[config.mk]
export PLATFORM = sky130hd
export DESIGN_NAME = plcp_perf_mon
export DESIGN_NICKNAME = d
export VERILOG_FILES = /design/src/rtl/plcp_pm_pkg.sv /design/src/rtl/plcp_bip_track.sv /design/src/rtl/plcp_frame_check.sv /design/src/rtl/plcp_sat_cnt.sv /design/src/rtl/plcp_perf_mon.sv
export SDC_FILE = /design/constraint.sdc
export NUM_CORES = 1
export LEC_CHECK = 0
export ABC_AREA = 1
export BUFFER_PORTS_ARGS = -buffer_cell sky130_fd_sc_hd__buf_2
export CAP_MARGIN = 20
export CORE_MARGIN = 2
export CORE_UTILIZATION = 55
export DETAILED_ROUTE_END_ITERATION = 8
export PLACE_DENSITY = 0.74
export RECOVER_POWER = 50
export SLEW_MARGIN = 20
export SYNTH_ARGS = -nofsm -noshare
export SYNTH_HDL_FRONTEND = slang
export SYNTH_HIERARCHICAL = 1
export SYNTH_SLANG_ARGS = --single-unit
export TNS_END_PERCENT = 50
[constraint.sdc]
create_clock -name clk -period 14 [get_ports clk]
set_clock_uncertainty 0.15 [all_clocks]
set_input_delay 2.1 -clock clk [delete_from_list [all_inputs] [get_ports clk]]
set_output_delay 2.1 -clock clk [all_outputs]
set_load 0.03 [all_outputs]
[src/rtl/plcp_pm_pkg.sv]
package plcp_pm_pkg;
   localparam int          INC_W   = 4;
   localparam int          N_CNT   = 3;
   localparam int          IDX_FE  = 0;
   localparam int          IDX_BIP = 1;
   localparam int          IDX_REI = 2;
   localparam logic [7:0]  FA1_PAT = 8'hF6;
   localparam logic [7:0]  FA2_PAT = 8'h28;
   localparam logic [3:0]  REI_MAX = 4'd8;

   function automatic logic [INC_W-1:0] ones8(input logic [7:0] v);
      logic [INC_W-1:0] n;
      n = '0;
      for (int i = 0; i < 8; i++) n = n + {{(INC_W-1){1'b0}}, v[i]};
      return n;
   endfunction

   // identifier for countdown value k: k in bits 5:1, odd-parity bit in bit 0
   function automatic logic [7:0] poi_code(input int unsigned k);
      logic [4:0] kk;
      kk = k[4:0];
      return {2'b00, kk, ~^kk};
   endfunction
endpackage

[src/rtl/plcp_bip_track.sv]
module plcp_bip_track
   import plcp_pm_pkg::*;
(
   input  logic             clk,
   input  logic             rst_n,
   input  logic             vld,
   input  logic             lof,
   input  logic             frame_start,
   input  logic             excl,
   input  logic             mark_par,
   input  logic [7:0]       in_byte,
   input  logic             block_mode,
   output logic [INC_W-1:0] inc
);
   logic [7:0] acc_q, prev_q, contrib, diff;
   logic       in_frame_q, prev_ok_q;

   assign contrib = excl ? 8'h00 : in_byte;
   assign diff    = in_byte ^ prev_q;

   always_ff @(posedge clk) begin
      if (!rst_n) begin
         acc_q      <= '0;
         prev_q     <= '0;
         in_frame_q <= 1'b0;
         prev_ok_q  <= 1'b0;
      end else if (lof) begin
         in_frame_q <= 1'b0;
         prev_ok_q  <= 1'b0;
      end else if (vld) begin
         if (frame_start) begin
            in_frame_q <= 1'b1;
            acc_q      <= contrib;
            if (in_frame_q) begin
               prev_q    <= acc_q;
               prev_ok_q <= 1'b1;
            end
         end else begin
            acc_q <= acc_q ^ contrib;
         end
      end
   end

   always_comb begin
      inc = '0;
      if (vld && mark_par && prev_ok_q)
         inc = block_mode ? {{(INC_W-1){1'b0}}, |diff} : ones8(diff);
   end
endmodule

[src/rtl/plcp_frame_check.sv]
module plcp_frame_check
   import plcp_pm_pkg::*;
#(
   parameter int ROWS = 9
) (
   input  logic             clk,
   input  logic             rst_n,
   input  logic             vld,
   input  logic             frame_start,
   input  logic             row_start,
   input  logic             mark_fa1,
   input  logic             mark_fa2,
   input  logic             mark_poi,
   input  logic [7:0]       in_byte,
   input  logic             word_mode,
   input  logic             poi_en,
   output logic [INC_W-1:0] inc
);
   localparam int RW = (ROWS > 2) ? $clog2(ROWS) : 1;
   localparam logic [RW-1:0] ROW_LAST = RW'(ROWS - 1);

   logic [7:0]    poi_tab [ROWS];
   logic [RW-1:0] row_q, row_cur;
   logic          flag_q, already;
   logic [7:0]    diff;

   for (genvar r = 0; r < ROWS; r++) begin : g_poi
      assign poi_tab[r] = poi_code(ROWS - 1 - r);
   end

   always_comb begin
      if (frame_start)                        row_cur = '0;
      else if (row_start && row_q != ROW_LAST) row_cur = row_q + 1'b1;
      else                                    row_cur = row_q;
   end

   assign already = row_start ? 1'b0 : flag_q;

   always_comb begin
      if (mark_fa1)                  diff = in_byte ^ FA1_PAT;
      else if (mark_fa2)             diff = in_byte ^ FA2_PAT;
      else if (mark_poi && poi_en)   diff = in_byte ^ poi_tab[row_cur];
      else                           diff = 8'h00;
   end

   always_comb begin
      inc = '0;
      if (vld) begin
         if (word_mode) inc = {{(INC_W-1){1'b0}}, (|diff) & ~already};
         else           inc = ones8(diff);
      end
   end

   always_ff @(posedge clk) begin
      if (!rst_n) begin
         row_q  <= '0;
         flag_q <= 1'b0;
      end else if (vld) begin
         row_q  <= row_cur;
         flag_q <= already | (|diff);
      end
   end
endmodule

[src/rtl/plcp_sat_cnt.sv]
module plcp_sat_cnt #(
   parameter int CW = 16,
   parameter int IW = 4
) (
   input  logic          clk,
   input  logic          rst_n,
   input  logic [IW-1:0] inc,
   input  logic          latch,
   output logic [CW-1:0] cnt,
   output logic [CW-1:0] held
);
   localparam logic [CW:0] TOP = {1'b0, {CW{1'b1}}};

   logic [CW-1:0] base;
   logic [CW:0]   sum;

   assign base = latch ? '0 : cnt;
   assign sum  = {1'b0, base} + {{(CW+1-IW){1'b0}}, inc};

   always_ff @(posedge clk) begin
      if (!rst_n) begin
         cnt  <= '0;
         held <= '0;
      end else begin
         cnt <= (sum > TOP) ? TOP[CW-1:0] : sum[CW-1:0];
         if (latch) held <= cnt;
      end
   end
endmodule

[src/rtl/plcp_perf_mon.sv]
module plcp_perf_mon
   import plcp_pm_pkg::*;
#(
   parameter int CW   = 16,
   parameter int ROWS = 9
) (
   input  logic          clk,
   input  logic          rst_n,
   input  logic          in_valid,
   input  logic [7:0]    in_byte,
   input  logic          frame_start,
   input  logic          row_start,
   input  logic          lof,
   input  logic          mark_fa1,
   input  logic          mark_fa2,
   input  logic          mark_poi,
   input  logic          mark_par,
   input  logic          mark_sts,
   input  logic          cfg_word_fe,
   input  logic          cfg_poi_en,
   input  logic          cfg_block_bip,
   input  logic          rd_latch,
   output logic [CW-1:0] held_fe,
   output logic [CW-1:0] held_bip,
   output logic [CW-1:0] held_rei
);
   if (CW < INC_W || CW > 32) begin : g_bad_cw
      $error("plcp_perf_mon: CW must lie in 4..32");
   end
   if (ROWS < 2 || ROWS > 32) begin : g_bad_rows
      $error("plcp_perf_mon: ROWS must lie in 2..32");
   end

   logic             vld;
   logic [3:0]       nib;
   logic [INC_W-1:0] inc_vec  [N_CNT];
   logic [CW-1:0]    cnt_vec  [N_CNT];
   logic [CW-1:0]    held_vec [N_CNT];
   logic [CW-1:0]    cnt_fe, cnt_bip, cnt_rei;

   assign vld = in_valid & ~lof;
   assign nib = in_byte[7:4];

   plcp_frame_check #(.ROWS(ROWS)) u_fchk (
      .clk(clk), .rst_n(rst_n), .vld(vld), .frame_start(frame_start),
      .row_start(row_start), .mark_fa1(mark_fa1), .mark_fa2(mark_fa2),
      .mark_poi(mark_poi), .in_byte(in_byte), .word_mode(cfg_word_fe),
      .poi_en(cfg_poi_en), .inc(inc_vec[IDX_FE])
   );

   plcp_bip_track u_bip (
      .clk(clk), .rst_n(rst_n), .vld(vld), .lof(lof), .frame_start(frame_start),
      .excl(mark_fa1 | mark_fa2 | mark_poi), .mark_par(mark_par),
      .in_byte(in_byte), .block_mode(cfg_block_bip), .inc(inc_vec[IDX_BIP])
   );

   assign inc_vec[IDX_REI] = (vld && mark_sts && nib <= REI_MAX) ? nib : '0;

   for (genvar g = 0; g < N_CNT; g++) begin : g_cnt
      plcp_sat_cnt #(.CW(CW), .IW(INC_W)) u_cnt (
         .clk(clk), .rst_n(rst_n), .inc(inc_vec[g]), .latch(rd_latch),
         .cnt(cnt_vec[g]), .held(held_vec[g])
      );
   end

   assign cnt_fe   = cnt_vec[IDX_FE];
   assign cnt_bip  = cnt_vec[IDX_BIP];
   assign cnt_rei  = cnt_vec[IDX_REI];
   assign held_fe  = held_vec[IDX_FE];
   assign held_bip = held_vec[IDX_BIP];
   assign held_rei = held_vec[IDX_REI];
endmodule

==> key figures <==
Placed design
  • Routability cong.: roughly 0.84
  • Port Buffer Count: 70
  • Dpl hpwl: around 11000 µm
  • Post-DP Area: 7680 µm²

Timing
  • Max-slew violations: 86
  • Hold Fails Final Rpt: 0
  • Finish-stage setup viols: 0
  • Setup TNS: 0 ns
  • Crit share post-route: a little over 50%
  • Tmin final: 7.11 ns
  • RSZ-0062 raised after global routing: no
  • Worst-Margin Slew: 3.31 ns
  • Slew headroom: -121%
  • FMAX: ~140 MHz
  • Worst hold slack: 0.302 ns

CTS
  • # hold bufs at CTS: 0
  • CTS tree: done
  • CTS H-tree depth: 4
  • Post_cts resized: 0
  • CTS Sinks: 119
  • Worst skew pair latency: 0.41 ns
  • Clock root cell: clkbuf_16
  • Setup Buffers After CTS: 0
  • CTS Buf Count: 17
  • Clock-pin slew on the worst setup and hold paths: 0.05 ns
  • Max clock buf depth: 2

Layout
  • Area of the multi-input gates: slightly above 4000 µm²
  • FF/Latch Area: 2380 µm²
  • Most frequent cells in the layout: nand2_1, inv_1, nor2_1
  • Final Core Density: 62.3%
  • Most common cell after layout, fill and taps aside: nand2_1
  • Fillcell total: 1238
  • Area grow syn2layout: 11.8%
  • Layout cells sized above 1: around 14%
  • Ant. Diodes: 0
  • Design area: 8150 µm²
  • Final-stage net count: around 1100

Floorplan
  • I/O pin total: 71
  • Site Rows: 42
  • Placeable Area: 13100 µm²
  • Die ar.: 14200 µm²
  • Chip Height: ~120 µm
  • Starting density of the core: 55.7%
  • Die width: about 120 µm

Worst setup path
  • Reg2reg end: g_cnt[0].u_cnt/cnt[9]
  • Worst reg-to-reg path cell count: 30
  • Arr. time, crit path: 7.30 ns
  • Worst Setup Start Kind: primary input
  • Type of destination of the critical path: register
  • R2R Path Start: u_fchk/row_q[0]
  • FF-to-FF setup slack: between 7 and 8 ns
  • Critical Path Source: frame_start
  • Worst Path Required: 14.20 ns
  • CP Max Fanout: 16
  • Critical path class: in2reg

Yosys
  • Synthesized net count: around 1100
  • Count of cell types in the netlist: 43
  • Ys flop type: dfxtp_1
  • Synthesized cell area: 7290 µm²
  • Syn_area_per_cell: 7.10 µm²
  • Cell taking the most area after synthesis: dfxtp_1
  • Seq/Total Area, Yosys: about a third
  • Post-synth EDFFs: 0
  • Ys Warns: 6
  • Synth top area cells: dfxtp_1, nand2_1, inv_1
  • Seq cells post-synth: 119
  • Share of synthesized registers carrying an async set or reset: 0%
  • Synth top area share: 32.7%
  • Post-Synthesis Cells: between 1000 and 1500

Drt
  • Drt drc: 0
  • Vias post-DR: 6357
  • Routed WL: 15400 µm
  • Antenna-violating nets left: 0
  • Starting DRC count in detailed routing: between 300 and 400
  • Wire per inst: 12.1 µm
  • Via-to-Cell Ratio: 5.00
  • DR pass1 iterations: 5

Run status
  • Run status: finished, violations left
  • Failing checks: max-capacitance violations, max-slew violations

Pwr
  • Worst VDD drop: 0.0822 mV
  • Leak Pwr: ~3.7 nW
  • Pwr dens: 106 nW/µm²

Worst hold path
  • Hold Path Sink: u_bip/prev_ok_q
  • Worst Hold Class: reg2reg
  • HP Start: u_bip/prev_ok_q
  • Hold depth: 2

Global routing
  • Largest net degree at the start of global routing: 86
  • Gr ovfl total: 0
  • Gr usage total: roughly 23%
  • First-pass GRT wire length: 26300 µm
  • Initial antenna violation count: 0
  • Number of global-route vias before repair: 5929

Run
  • Max cap viols: 1
## synthesized netlist by cell type (8+ instances only)
library cell  count
nand2_1         204
clkbuf_1         19
nor3_1            9
nor2_1          133
nand3_2           9
xor2_1           15
fa_1             11
buf_6            10
ha_1             23
nand2_4           8
nand3_1          58
inv_1           160
o21ai_0          77
nor2_2           11
nand4_1           9
a21oi_1          51
xnor2_1           8
nand2_2           9
dfxtp_1         119
a21oi_2          31
## metal layers
metal / part of all wire, % / up-vias / global-route usage [%]
li1: - / 3338 / -
met1: 49 / 2888 / 30.0
met2: 45 / 115 / 37.0
met3: 3.9 / 16 / 5.08
met4: 1.2 / 0 / 6.85
met5: 0 / - / 0
## report_power, final
group / total [W] / switching, W / leakage [nW] / internal [W]
Sequential: 0.000354 / 0.00000518 / 0.968 / 0.000349
Combinational: 0.000115 / 0.0000776 / 2.44 / 0.0000371
Clock: 0.000395 / 0.000142 / 0.258 / 0.000253
## registers in the layout (all words and copies together), names as in the netlist
| name | flops |
|---|---|
| g_cnt.u_cnt/cnt | 48 |
| g_cnt.u_cnt/held | 48 |
| u_bip/acc_q | 8 |
| u_bip/in_frame_q | 1 |
| u_bip/prev_ok_q | 1 |
| u_bip/prev_q | 8 |
| u_fchk/flag_q | 1 |
| u_fchk/row_q | 4 |
## per-stage QoR
step	total power, W	setup WS (ns)	std cells
after floorplan	0.000448	7.10	1026
after global placement	0.000473	6.62	1244
after detailed placement	0.000476	6.52	1244
after CTS	0.000873	6.93	1272
after global routing	0.000902	6.53	1272
final	0.000864	6.89	1272
## area by class of cell
class                   count  area share [%]
clock buffers              24            5.91
clock inverters             4           0.583
inverters                 176            8.43
multi-input cells         701            49.4
flip-flops and latches    119            29.2
well taps                 176            2.70
repair buffers             72            3.73
## worst max-delay path, cell delays in order
cell     delay, ns
buf_2         0.11
inv_1         0.18
nand3_2       0.16
ha_1          0.22
nand2_1       0.06
nand3_1       0.07
nand2_1       0.08
nand2_1       0.05
nand2_1       0.06
nand3_2       0.08
inv_1         0.08
fa_1          0.43
fa_1          0.54
inv_1         0.05
fa_1          0.53
inv_1         0.05
ha_1          0.20
inv_1         0.07
fa_1          0.40
nor2_1        0.15
inv_1         0.08
fa_1          0.50
o21ai_4       0.30
nand4_4       0.36
nand3_1       0.19
nand2_1       0.06
inv_1         0.12
## cells by family (layout without fill, tap and decap cells)
kind of cell | Yosys count | count (layout) | synth area share, %
simple gates | 477 | 477 | 31.8
fa+ha+maj | 34 | 34 | 6.97
xor+xnor | 23 | 23 | 2.76
compound gates | 167 | 167 | 13.7
flops | 119 | 119 | 32.7
buf+inv | 206 | 276 | 12.1
## worst max-delay path by stage
stage                                   to  cells after the start
CTS                  g_cnt[0].u_cnt/cnt[9]                     27
finish               g_cnt[0].u_cnt/cnt[9]                     27
floorplan           g_cnt[0].u_cnt/cnt[13]                     24
detailed placement   g_cnt[0].u_cnt/cnt[9]                     27
global placement     g_cnt[0].u_cnt/cnt[9]                     26
global route        g_cnt[0].u_cnt/cnt[11]                     27
No activity file was read; power rests on OpenSTA's default activity.
